### config.mk
export PLATFORM = sky130hd
export DESIGN_NAME = serial_rx_fifo
export DESIGN_NICKNAME = d
export VERILOG_FILES = /design/src/rtl/srf_pkg.sv /design/src/rtl/srf_datapath.sv /design/src/rtl/srf_control.sv /design/src/rtl/serial_rx_fifo.sv
export SDC_FILE = /design/constraint.sdc
export NUM_CORES = 1
export LEC_CHECK = 0
export BUFFER_PORTS_ARGS = -buffer_cell sky130_fd_sc_hd__buf_2
export CAP_MARGIN = 20
export CORE_ASPECT_RATIO = 1.5
export CORE_MARGIN = 1.5
export CORE_UTILIZATION = 44
export DETAILED_ROUTE_END_ITERATION = 8
export PLACE_DENSITY = 0.59
export RECOVER_POWER = 100
export SLEW_MARGIN = 5
export SYNTH_ARGS = -nofsm -noshare
export SYNTH_HDL_FRONTEND = slang
export SYNTH_HIERARCHICAL = 1
export SYNTH_SLANG_ARGS = --single-unit
### constraint.sdc
create_clock -name clk -period 3.99 [get_ports clk]
set_input_delay 0.1995 -clock clk [delete_from_list [all_inputs] [get_ports clk]]
set_output_delay 0.1995 -clock clk [all_outputs]
set_load 0.02 [all_outputs]
### src/rtl/srf_pkg.sv
package srf_pkg;

  localparam logic [1:0] ADDR_DATA = 2'd0;
  localparam logic [1:0] ADDR_STAT = 2'd1;
  localparam logic [1:0] ADDR_LINE = 2'd2;
  localparam logic [1:0] ADDR_CTRL = 2'd3;

  // control field positions decoded by the control module
  localparam int TRIG_LSB = 6;
  localparam int TRIG_W   = 2;
  localparam int ACC_LSB  = 8;
  localparam int ACC_W    = 3;

  // status bit positions
  localparam int STAT_WAIT = 0;
  localparam int STAT_TRIG = 1;
  localparam int STAT_ONE0 = 5;
  localparam int STAT_ONE1 = 6;

  localparam int LINE_OVR = 0;

  typedef struct packed {
    logic pushEn;
    logic popEn;
  } fifoStrobeT;

  function automatic int unsigned triggerLevel(input logic [TRIG_W-1:0] sel);
    case (sel)
      2'd0:    return 1;
      2'd1:    return 4;
      2'd2:    return 8;
      default: return 14;
    endcase
  endfunction

  function automatic int unsigned acceptLevel(input logic [ACC_W-1:0] sel);
    // code 0 is the widest threshold, codes 1..7 step up from one byte
    if (sel == 3'd0) return 15;
    if (sel == 3'd1) return 1;
    return 2 * int'(sel);
  endfunction

endpackage

### src/rtl/srf_datapath.sv
module srf_datapath
  import srf_pkg::*;
#(
  parameter int DATA_W = 8,
  parameter int DEPTH  = 16,
  localparam int PTR_W = $clog2(DEPTH),
  localparam int CNT_W = PTR_W + 1
) (
  input  logic              clk,
  input  logic              rstN,
  input  fifoStrobeT        strobe,
  input  logic [DATA_W-1:0] pushData,
  output logic [CNT_W-1:0]  count,
  output logic [DATA_W-1:0] headData
);

  localparam logic [PTR_W-1:0] LAST_PTR = PTR_W'(DEPTH - 1);
  localparam logic [CNT_W-1:0] FULL_CNT = CNT_W'(DEPTH);

  logic [DATA_W-1:0] store [DEPTH];
  logic [PTR_W-1:0]  wrPtr, rdPtr;

  function automatic logic [PTR_W-1:0] bumpPtr(input logic [PTR_W-1:0] p);
    return (p == LAST_PTR) ? '0 : p + PTR_W'(1);
  endfunction

  always_ff @(posedge clk) begin
    if (strobe.pushEn) store[wrPtr] <= pushData;
  end

  always_ff @(posedge clk) begin
    if (!rstN) begin
      wrPtr <= '0;
      rdPtr <= '0;
      count <= '0;
    end else begin
      if (strobe.pushEn) wrPtr <= bumpPtr(wrPtr);
      if (strobe.popEn)  rdPtr <= bumpPtr(rdPtr);
      case ({strobe.pushEn, strobe.popEn})
        2'b10:   count <= count + CNT_W'(1);
        2'b01:   count <= count - CNT_W'(1);
        default: count <= count;
      endcase
    end
  end

  assign headData = store[rdPtr];

  assert_count_bound_R3: assert property (@(posedge clk) disable iff (!rstN)
    count <= FULL_CNT);

  assert_no_push_full_R3: assert property (@(posedge clk) disable iff (!rstN)
    (strobe.pushEn && !strobe.popEn) |-> (count < FULL_CNT));

  assert_no_pop_empty_R9: assert property (@(posedge clk) disable iff (!rstN)
    strobe.popEn |-> (count != '0));

  assert_push_grows_R2: assert property (@(posedge clk) disable iff (!rstN)
    (strobe.pushEn && !strobe.popEn) |=> (count == $past(count) + CNT_W'(1)));

  assert_swap_keeps_R4: assert property (@(posedge clk) disable iff (!rstN)
    (strobe.pushEn && strobe.popEn) |=> $stable(count));

endmodule

### src/rtl/srf_control.sv
module srf_control
  import srf_pkg::*;
#(
  parameter int DATA_W = 8,
  parameter int DEPTH  = 16,
  parameter int REG_W  = 16,
  localparam int CNT_W = $clog2(DEPTH) + 1
) (
  input  logic              clk,
  input  logic              rstN,
  input  logic              rxValid,
  input  logic              regRd,
  input  logic              regWr,
  input  logic [1:0]        regAddr,
  input  logic [REG_W-1:0]  regWdata,
  input  logic [CNT_W-1:0]  count,
  input  logic [DATA_W-1:0] headData,
  output fifoStrobeT        strobe,
  output logic              rxReady,
  output logic [REG_W-1:0]  regRdata
);

  localparam logic [CNT_W-1:0] FULL_CNT = CNT_W'(DEPTH);

  logic [REG_W-1:0]  ctrlReg;
  logic              overrun;
  logic [CNT_W-1:0]  trigLvl, accLvl;
  logic              trigHit, dataWait;
  logic              isEmpty, isFull;
  logic              dataRead, lineRead, overEvt;
  logic [REG_W-1:0]  statWord;

  assign trigLvl = CNT_W'(triggerLevel(ctrlReg[TRIG_LSB +: TRIG_W]));
  assign accLvl  = CNT_W'(acceptLevel(ctrlReg[ACC_LSB +: ACC_W]));

  assign isEmpty  = (count == '0);
  assign isFull   = (count == FULL_CNT);
  assign dataRead = regRd && (regAddr == ADDR_DATA);
  assign lineRead = regRd && (regAddr == ADDR_LINE);

  // strobes toward the datapath
  assign strobe.popEn  = dataRead && !isEmpty;
  assign strobe.pushEn = rxValid && (!isFull || strobe.popEn);
  assign overEvt       = rxValid && isFull && !strobe.popEn;

  // fill-level flags follow the current count
  assign trigHit  = (count >= trigLvl);
  assign dataWait = !trigHit && !isEmpty;
  assign rxReady  = (count < accLvl);

  always_comb begin
    statWord            = '0;
    statWord[STAT_WAIT] = dataWait;
    statWord[STAT_TRIG] = trigHit;
    statWord[STAT_ONE0] = 1'b1;
    statWord[STAT_ONE1] = 1'b1;
  end

  always_ff @(posedge clk) begin
    if (!rstN) begin
      ctrlReg <= '0;
      overrun <= 1'b0;
    end else begin
      if (regWr && (regAddr == ADDR_CTRL)) ctrlReg <= regWdata;
      if (overEvt)       overrun <= 1'b1;
      else if (lineRead) overrun <= 1'b0;
    end
  end

  always_comb begin
    regRdata = '0;
    case (regAddr)
      ADDR_DATA: if (!isEmpty) regRdata[DATA_W-1:0] = headData;
      ADDR_STAT: regRdata = statWord;
      ADDR_LINE: regRdata[LINE_OVR] = overrun;
      default:   regRdata = ctrlReg;
    endcase
  end

  assert_flags_excl_R6: assert property (@(posedge clk) disable iff (!rstN)
    !(regRdata[STAT_WAIT] && regRdata[STAT_TRIG] && regAddr == ADDR_STAT));

  assert_overrun_set_R3: assert property (@(posedge clk) disable iff (!rstN)
    (rxValid && isFull && !dataRead) |=> overrun);

  assert_line_clear_R8: assert property (@(posedge clk) disable iff (!rstN)
    (lineRead && !rxValid) |=> !overrun);

  assert_empty_read_R9: assert property (@(posedge clk) disable iff (!rstN)
    (dataRead && isEmpty) |-> (regRdata == '0));

  assert_ctrl_hold_R10: assert property (@(posedge clk) disable iff (!rstN)
    !(regWr && regAddr == ADDR_CTRL) |=> $stable(ctrlReg));

endmodule

### src/rtl/serial_rx_fifo.sv
module serial_rx_fifo
  import srf_pkg::*;
#(
  parameter int DATA_W = 8,
  parameter int DEPTH  = 16,
  parameter int REG_W  = 16,
  localparam int CNT_W = $clog2(DEPTH) + 1
) (
  input  logic              clk,
  input  logic              rstN,
  input  logic              rxValid,
  input  logic [DATA_W-1:0] rxData,
  output logic              rxReady,
  input  logic              regRd,
  input  logic              regWr,
  input  logic [1:0]        regAddr,
  input  logic [REG_W-1:0]  regWdata,
  output logic [REG_W-1:0]  regRdata
);

  fifoStrobeT        strobe;
  logic [CNT_W-1:0]  count;
  logic [DATA_W-1:0] headData;

  srf_control #(.DATA_W(DATA_W), .DEPTH(DEPTH), .REG_W(REG_W)) uCtrl (
    .clk      (clk),
    .rstN     (rstN),
    .rxValid  (rxValid),
    .regRd    (regRd),
    .regWr    (regWr),
    .regAddr  (regAddr),
    .regWdata (regWdata),
    .count    (count),
    .headData (headData),
    .strobe   (strobe),
    .rxReady  (rxReady),
    .regRdata (regRdata)
  );

  srf_datapath #(.DATA_W(DATA_W), .DEPTH(DEPTH)) uData (
    .clk      (clk),
    .rstN     (rstN),
    .strobe   (strobe),
    .pushData (rxData),
    .count    (count),
    .headData (headData)
  );

endmodule

==> results of run 1 <==
## per-layer routing
metal	wire length [microns]	track usage	vias to the layer above
li1	-	-	1831
met5	0	0	-
met1	5810	0.209	1973
met4	343	0.0711	0
met2	7660	0.325	88
met3	523	0.0362	24
## cells by family (layout without fill, tap and decap cells)
group / count (synthesis) / after routing / synth area share
DFF: 162 / 162 / 0.654
and+or+nand+nor: 129 / 129 / 0.0950
AOI/OAI and AO/OA: 67 / 67 / 0.0691
muxes: 38 / 38 / 0.121
buffers and inverters: 29 / 89 / 0.0235
adders and majority gates: 16 / 16 / 0.0289
xor gates and xnor gates: 7 / 7 / 0.00886
## layout by cell type (no fill, tap or decap), drive strengths merged, types with 16 or more instances in the layout
cell    count
a22oi      16
nand2      52
dfxtp      34
edfxtp    128
clkbuf     43
ha         16
mux4       32
and2       24
a21boi     19
buf        25
## worst reg2reg max path, stage by stage (launching register included)
cell	delay, ns
dfxtp_1	0.40
or4_1	0.62
a21oi_1	0.20
a21boi_0	0.29
inv_1	0.23
ha_1	0.36
xor2_1	0.19
ha_1	0.22
a21oi_1	0.07
xor2_1	0.17
or3_1	0.31
a21boi_0	0.20
## path summary, 6_finish.rpt
path,startpoint,to
hold reg to reg,uCtrl/ctrlReg[11],uCtrl/ctrlReg[11]
hold / removal,regWdata[13],uCtrl/ctrlReg[13]
setup reg to reg,uData/count[1],uData/count[2]
setup / recovery,uData/count[1],uData/count[2]
## state kept, by name, indices dropped and copies added (netlist names), named ones only
register,count
uData/store,128
uCtrl/ctrlReg,16
uData/count,5
uData/rdPtr,4
uData/wrPtr,4
uCtrl/overrun,1
## through the flow
step	std cells	instance area [sq um]
3_5_place_dp	679	7300
3_3_place_gp	679	7300
6_report	711	7810
4_1_cts	711	7850
2_1_floorplan	448	6920
5_1_grt	711	7810
## power breakdown
group          switching (mW)  internal, mW
logic                   0.135        0.0933
clock network           0.655         0.857
registers              0.0248          1.85
total                   0.815          2.80
## layout make-up
cell class / instances / area, sq um / area share
Clock inverter: 13 / 111 / 0.0143
Clock buffer: 19 / 433 / 0.0554
Timing Repair Buffer: 49 / 233 / 0.0298
Multi-Input combinational cell: 257 / 2220 / 0.285
Inverter: 8 / 30.0 / 0.00385
Tap cell: 203 / 254 / 0.0325
Sequential cell: 162 / 4520 / 0.579
==> impl_metrics.csv, run 1 <==
group,metric,value,unit
critical_path,cp_slowest_cell,"or4_1",
grt,grt_pass1_vias,3931,
synthesis,yosys_warnings,6,
sta,slew_headroom,0.344,
critical_path,worst_setup_path_start_kind,"flop",
synthesis,syn_inst,448,
critical_path,max_stage_delay,0.62,ns
clock_tree,cts-resized-gates,0,
synthesis,seq_area_frac_synth,0.654,
drt,drc,0,
synthesis,postSynthAreaPerCell,15.4,sq um
synthesis,yosys-top-cells-count,"edfxtp_1, nand2_1, dfxtp_1, and2_1, a21boi_0",
grt,track_usage,0.180,
hold_path,hp-class,"input port to flop",
sta,worst_pin_slew,0.982,ns
sta,fin_crit_sh,0.832,
sta,layout_setup_ws,0.670,ns
sta,rsz0062_at_grt,"false",
final_layout,fin_nets,542,
critical_path,r2r_slack,0.67,ns
synthesis,synth_edf_count,128,
synthesis,synthArstFlopShare,0,
clock_tree,cts_made_buffers,17,
final_layout,fin_util,0.504,
sta,drv_slew,0,
clock_tree,cts_hold_buf,0,
sta,fin_setup_tns,0,ns
final_layout,fill_cells,1319,
drt,vias,3916,
grt,grt_antenna_before_repair,0,
clock_tree,clock_latency,0.42,ns
sta,finalSetupViolCount,0,
critical_path,crit_chain,"or4_1, a21oi_1, a21boi_0, inv_1, ha_1, xor2_1, ha_1, a21oi_1, xor2_1, or3_1, a21boi_0",
sta,finalHoldViolCount,0,
power_and_ir_drop,vdd_drop_max,0.260,mV
grt,grt_pass1_wl,21700,microns
grt,gr-total-overflow,0,
drt,avgViaCountPerCell,5.51,
placement,gp_congestion,0.777,
clock_tree,h-tree-depth,4,
final_layout,area_growth,12.9,%
power_and_ir_drop,power.total,3.61,mW
clock_tree,clk_path_buf_depth,2,
synthesis,synth.area.top_cells,"edfxtp_1, dfxtp_1, mux4_2",
drt,wl_per_cell,20.2,microns
synthesis,syn_area,6920,sq um
critical_path,reg2reg_depth,11,
floorplanning,coreArea,15500,sq um
grt,grt_max_degree,34,
final_layout,drive_above_1_share,0.138,
final_layout,antenna_cells_inserted,0,
clock_tree,cts_num_sinks,162,
clock_tree,cts_tree,"built",
critical_path,path_max_fanout,10,
run_status,status,"finished clean",
placement,io_buffers,47,
floorplanning,ios,48,
placement,hpwl,9820,microns
drt,drtPass1Iterations,4,
critical_path,cp.arrival,3.66,ns
clock_tree,path_clk_slew,0.07,ns
synthesis,syn_nets,495,
synthesis,post-synth-top-count-cell,"edfxtp_1",
critical_path,cp_num_cells,11,
critical_path,path_buf_inv,1,
critical_path,required,4.33,ns
floorplanning,row_count,56,
floorplanning,die_x,105,microns
synthesis,synth-seq-cells,162,
drt,drt_iter0_markers,237,
power_and_ir_drop,p_leak,2.64,nW
critical_path,cp_top_family,"simple AND/OR/NAND/NOR gates",
run,max_cap_violations,0,
power_and_ir_drop,powerDensity,463,nW/um^2
sta,fin_skew,0.00778,ns
floorplanning,die_h,157,microns
drt,drt_wl_total,14300,microns
synthesis,yosysTopAreaCell,"edfxtp_1",
critical_path,crit_path_end_kind,"flop",
synthesis,yosys.area.top_type_share,0.556,
critical_path,critPathKind,"flop to flop",
hold_path,worstHoldPathCells,3,
sta,fin_hold_ws,0.0278,ns
clock_tree,root_buffer,"clkbuf_16",
synthesis,synth-main-ff-cell,"edfxtp_1",
floorplanning,die_area,16500,sq um
clock_tree,post_cts_buffers,0,
synthesis,yosysUniqueCellTypes,49,
sta,fin_crit,3.32,ns
floorplanning,initial_core_util,0.447,
sta,fmax,301,MHz
drt,ant_nets,0,
placement,place_ws,0.789,ns
Power figures use the tool's default switching activity.
==> run 2: changes to the inputs <==
- ABC_AREA: not set -> 1
- clock period: 3.99 -> 3.4 ns (I/O delays scaled with it)
==> run 2 against run 1 <==
Compared with the run above:
- critical path depth is 3 lower
- setup slack got worse by 0.11 ns
- synthesized area up 4.1%
- hold slack improved by 0.010 ns
- design area grew 3.9%
- combinational power increased by 120%
- flip-flop and latch count did not move
- sequential power up 20%
- clock power is 24% higher
- synthesized cell count grew 54%
- sequential share of layout area decreased by 2.1 points
- global-route usage rose by 1.6 points
==> impl_metrics.csv, run 2 <==
group,metric,value,unit
sta,worst_pin_slew,0.874,ns
clock_tree,cts_hold_buf,0,
critical_path,crit_path_end_kind,"output port",
synthesis,post-synth-top-count-cell,"edfxtp_1",
final_layout,area_growth,12.7,%
floorplanning,die_area,17200,sq um
critical_path,crit_chain,"clkbuf_2, o211ai_2, nand3_1, nand3_1, nand2_1, nand3_1, o21ai_0, clkbuf_1",
synthesis,yosys.area.top_type_share,0.534,
floorplanning,ios,48,
sta,drv_slew,0,
sta,finalHoldViolCount,0,
sta,slew_headroom,0.416,
critical_path,cp_top_family,"buffers and inverters",
placement,hpwl,11100,microns
floorplanning,die_x,107,microns
floorplanning,row_count,57,
critical_path,cp.arrival,2.67,ns
synthesis,seq_area_frac_synth,0.628,
floorplanning,die_h,160,microns
drt,ant_nets,0,
final_layout,final_cell_mix,"edfxtp_1, inv_1, nand2_1",
final_layout,antenna_cells_inserted,0,
critical_path,path_max_fanout,23,
hold_path,min-delay-start,"regWdata[1]",
drt,drtPass1Iterations,5,
drt,wl_per_cell,16.6,microns
placement,io_buffers,47,
critical_path,critPathKind,"flop to output port",
sta,fin_hold_ws,0.0379,ns
clock_tree,clk_path_buf_depth,2,
final_layout,fin_nets,780,
synthesis,syn_area,7200,sq um
drt,vias,4884,
synthesis,syn_inst,691,
grt,grt_antenna_before_repair,0,
critical_path,path_buf_inv,2,
power_and_ir_drop,vdd_drop_max,0.303,mV
floorplanning,initial_core_util,0.447,
critical_path,worstReg2RegStart,"uData/count[4]",
drt,avgViaCountPerCell,5.13,
synthesis,yosysUniqueCellTypes,28,
final_layout,largest-register,"uData/store",
drt,drt_wl_total,15800,microns
clock_tree,post_cts_buffers,0,
floorplanning,coreArea,16100,sq um
grt,grt_pass1_vias,4879,
synthesis,synthArstFlopShare,0,
grt,gr-total-overflow,0,
clock_tree,cts_tree,"built",
clock_tree,h-tree-depth,4,
critical_path,cp_slowest_cell,"dfxtp_2",
synthesis,synth.area.top_cells,"edfxtp_1, dfxtp_1, inv_1",
synthesis,synth_edf_count,128,
final_layout,layout_commonest_cell,"edfxtp_1",
drt,drc,0,
final_layout,drive_above_1_share,0.0992,
synthesis,yosys-top-cells-count,"edfxtp_1, inv_1, nand2_1, nand3_1, a21oi_1",
run,max_cap_violations,0,
synthesis,syn_nets,738,
synthesis,synth-seq-cells,162,
clock_tree,cts-resized-gates,0,
sta,finalSetupViolCount,0,
sta,fin_crit_sh,0.834,
clock_tree,cts_made_buffers,17,
synthesis,postSynthAreaPerCell,10.4,sq um
drt,drt_iter0_markers,235,
clock_tree,path_clk_slew,0.06,ns
critical_path,max_stage_delay,0.62,ns
hold_path,hp-class,"input port to flop",
critical_path,path_common_cell,"nand3_1",
power_and_ir_drop,powerDensity,569,nW/um^2
sta,fin_crit,2.84,ns
final_layout,largest_reg_flops,128,
synthesis,yosys_warnings,6,
synthesis,synth-main-ff-cell,"edfxtp_1",
sta,fmax,353,MHz
run_status,status,"finished clean",
final_layout,top_regs,"uData/store (128), uCtrl/ctrlReg (16), uData/count (5)",
critical_path,worst_setup_path_start_kind,"flop",
grt,track_usage,0.196,
sta,rsz0062_at_grt,"false",
grt,grt_max_degree,51,
clock_tree,root_buffer,"clkbuf_16",
placement,gp_congestion,0.948,
grt,grt_pass1_wl,25300,microns
critical_path,required,3.23,ns
power_and_ir_drop,p_leak,3.04,nW
sta,fin_skew,0.00874,ns
clock_tree,cts_num_sinks,162,
sta,fin_setup_tns,0,ns
clock_tree,clock_latency,0.42,ns
synthesis,yosysTopAreaCell,"edfxtp_1",
## run 2: cell families after synthesis
group / count (synthesis) / share of synthesized area
AOI/OAI and AO/OA: 157 / 0.129
xor gates and xnor gates: 4 / 0.00486
adders and majority gates: 16 / 0.0278
buffers and inverters: 143 / 0.0849
DFF: 162 / 0.628
and+or+nand+nor: 209 / 0.125
## run 2: power by group
| group | switching [mW] | internal, mW | leakage [nW] |
|---|---|---|---|
| clock network | 0.775 | 1.09 | 0.280 |
| registers | 0.0553 | 2.19 | 1.44 |
| logic | 0.337 | 0.164 | 1.33 |
| total | 1.17 | 3.45 | 3.04 |
## run 2: worst paths after layout
| path | to | slack [ns] | depth (start not counted) |
|---|---|---|---|
| max | regRdata[2] | 0.56 | 8 |
| max reg2reg | uData/count[4] | 0.88 | 15 |
| min reg2reg | uCtrl/ctrlReg[2] | 0.46 | 2 |
| min | uCtrl/ctrlReg[1] | 0.04 | 3 |
## run 2: area by class of cell
class	count	area [sq um]
Multi-Input combinational cell	386	2060
Tap cell	206	258
Fill cell	1517	8000
Timing Repair Buffer	53	264
Inverter	113	424
Sequential cell	162	4530
Clock inverter	14	154
Clock buffer	18	429
## run 2: metal layers
| layer | share of wire | GRT usage | routed length, microns |
|---|---|---|---|
| met1 | 0.40 | 0.229 | 6360 |
| met2 | 0.55 | 0.359 | 8720 |
| met3 | 0.032 | 0.0273 | 501 |
| met4 | 0.015 | 0.0748 | 241 |
| met5 | 0 | 0 | 0 |
## run 2: tightest hold or removal path, stage by stage
cell     delay, ns
buf_2         0.08
o21ai_1       0.06
a21oi_1       0.10
## run 2: per-stage QoR
stage          instances  total power, mW   util  instance area [sq um]  setup slack (ns)
5_1_grt              952             4.82  0.503                   8120             0.375
3_3_place_gp         920             2.79  0.470                   7570             0.907
3_5_place_dp         920             2.81  0.470                   7570             0.867
6_report             952             4.62  0.503                   8120             0.564
2_1_floorplan        691             2.64      -                   7200              1.31
4_1_cts              952             4.67  0.506                   8150             0.794
==> run 3: changes to the inputs <==
- PLACE_DENSITY: 0.59 -> 0.61
- clock period: 3.4 -> 2.45 ns (I/O delays scaled with it)
==> run 3 against run 2 <==
Compared with the run above:
- design area grew 4.5%
- highest routed layer unchanged
- wire length is 3.2% higher
- clock power grew 40%
- critical path depth is 1 higher
- largest power group unchanged
- die area unchanged
- largest cell class unchanged
- combinational power grew 53%
- flip-flop and latch count is the same
- global-route usage rose by 0.22 points
- sequential power rose by 38%
==> impl_metrics.csv, run 3 (synthesis results as in run 2) <==
group,metric,value,unit
run_status,status,"finished clean",
clock_tree,h-tree-depth,4,
clock_tree,cts_tree,"built",
hold_path,worstHoldPathCells,3,
drt,ant_nets,0,
final_layout,finalNonFillerCells,984,
floorplanning,die_h,160,microns
grt,grt_antenna_before_repair,0,
drt,wl_per_cell,16.6,microns
power_and_ir_drop,p_int,4.86,mW
final_layout,largest_reg_flops,128,
drt,drt_iter0_markers,316,
critical_path,required,2.33,ns
floorplanning,initial_core_util,0.447,
drt,drt_wl_total,16300,microns
final_layout,fin_nets,812,
floorplanning,row_count,57,
clock_tree,clock_latency,0.42,ns
sta,finalSetupViolCount,0,
floorplanning,die_x,107,microns
critical_path,cp.arrival,2.16,ns
drt,drc,0,
critical_path,critPathKind,"flop to output port",
placement,io_buffers,47,
placement,place_ws,0.122,ns
placement,placed_cell_area,7730,sq um
final_layout,layout_commonest_cell,"edfxtp_1",
final_layout,area_growth,17.8,%
placement,dp_cells,938,
hold_path,hp-class,"input port to flop",
final_layout,antenna_cells_inserted,0,
critical_path,r2r_end,"uData/count[4]",
hold_path,holdPathEnd,"uCtrl/ctrlReg[5]",
power_and_ir_drop,powerDensity,765,nW/um^2
power_and_ir_drop,p_sw_frac,0.252,
critical_path,worstReg2RegStart,"uData/count[4]",
clock_tree,root_buffer,"clkbuf_16",
floorplanning,die_area,17200,sq um
grt,track_usage,0.198,
sta,slew_headroom,0.448,
sta,fmax,437,MHz
sta,layout_setup_ws,0.163,ns
hold_path,min-delay-start,"regWdata[5]",
final_layout,final_cell_mix,"edfxtp_1, inv_1, nand2_1",
power_and_ir_drop,seqPwrFrac,0.479,
power_and_ir_drop,power_switching,1.63,mW
sta,rsz0062_at_grt,"false",
power_and_ir_drop,vdd_drop_max,0.522,mV
sta,fin_crit,2.29,ns
drt,drtPass1Iterations,5,
clock_tree,cts_made_buffers,17,
power_and_ir_drop,combPwrFrac,0.118,
floorplanning,coreArea,16100,sq um
grt,gr-total-overflow,0,
sta,drv_slew,0,
placement,gp_congestion,0.914,
critical_path,reg2reg_depth,15,
power_and_ir_drop,power.total,6.49,mW
power_and_ir_drop,p_leak,3.24,nW
final_layout,largest-register,"uData/store",
final_layout,top_regs,"uData/store (128), uCtrl/ctrlReg (16), uData/count (5)",
final_layout,drive_above_1_share,0.135,
clock_tree,post_cts_buffers,0,
grt,grt_max_degree,69,
final_layout,stdcell_area,8480,sq um
run,max_cap_violations,0,
sta,fin_setup_tns,0,ns
critical_path,crit_path_end_kind,"output port",
sta,finalHoldViolCount,0,
sta,fin_crit_sh,0.933,
critical_path,r2r_slack,0.21,ns
clock_tree,clk_path_buf_depth,2,
power_and_ir_drop,clkPwrFrac,0.403,
critical_path,path_max_fanout,40,
drt,vias,5135,
grt,grt_pass1_vias,5112,
clock_tree,cts_num_sinks,162,
sta,fin_skew,0.00979,ns
grt,grt_pass1_wl,25800,microns
clock_tree,path_clk_slew,0.06,ns
critical_path,worst_setup_path_start_kind,"flop",
sta,worst_pin_slew,0.825,ns
placement,hpwl,11000,microns
floorplanning,ios,48,
drt,avgViaCountPerCell,5.22,
-- run 3: cell count changes in the layout (fill, tap and decap cells not counted), moves of 2 or more --
cell and delta:
buf_2 +5, buf_4 +17, clkbuf_1 -5, clkbuf_16 +3, dfxtp_1 -2, dfxtp_2 +2
dlygate4sd3_1 +13, inv_4 +2
-- run 3: metal layers --
layer,GRT usage,vias up,share of wire
met5,0,-,0
met4,0.0861,0,0.025
met1,0.222,2445,0.39
met2,0.358,134,0.54
met3,0.0420,30,0.042
li1,-,2526,-
-- run 3: worst max path at each step --
stage                         startpoint        endpoint  slack [ns]  cells after the start
after global placement    uData/count[1]  uData/count[4]        0.25                     18
final                               flop     regRdata[3]        0.16                      9
after floorplan           uData/count[1]  uData/count[4]        0.36                     18
after global routing      uData/count[4]  uData/count[4]       0.004                     15
after detailed placement  uData/count[1]  uData/count[4]        0.12                     18
after CTS                 uData/count[1]  uData/count[4]        0.10                     18
-- run 3: final cells by class --
cell class | count | area (sq um)
fillers | 1452 | 7640
well taps | 206 | 258
clock buffers | 20 | 479
repair buffers | 85 | 596
inverters | 113 | 424
flip-flops and latches | 162 | 4530
multi-input cells | 386 | 2080
clock inverters | 12 | 116
-- run 3: timing repair --
action | CTS | global route
hold endpoints to repair | 12 | 0
gates resized for setup | 0 | 8
setup endpoints to repair | 0 | 3
hold buffers | 13 | 0
-- run 3: power groups by stage --
stage | logic [mW] | clock network [mW] | registers (mW)
2_1_floorplan | 0.520 | 0 | 3.14
3_3_place_gp | 0.719 | 0 | 3.16
3_5_place_dp | 0.740 | 0 | 3.16
4_1_cts | 0.760 | 2.66 | 3.10
5_1_grt | 0.864 | 2.78 | 3.12
6_report | 0.765 | 2.62 | 3.11
-- run 3: stage by stage --
stage	util	hold slack, ns
final	0.526	0.0480
after global routing	0.526	0.0502
after CTS	0.525	0.00317
after detailed placement	0.480	0.397
after global placement	0.480	0.394
after floorplan	-	0.221
-- run 3: worst max-delay path, stage by stage, from the launching register on --
cell,delay [ns]
dfxtp_4,0.53
buf_12,0.24
nand2_1,0.08
o211ai_1,0.08
nand3_1,0.10
nand3_1,0.16
nand2_1,0.11
nand3_1,0.13
o21ai_0,0.11
buf_2,0.19
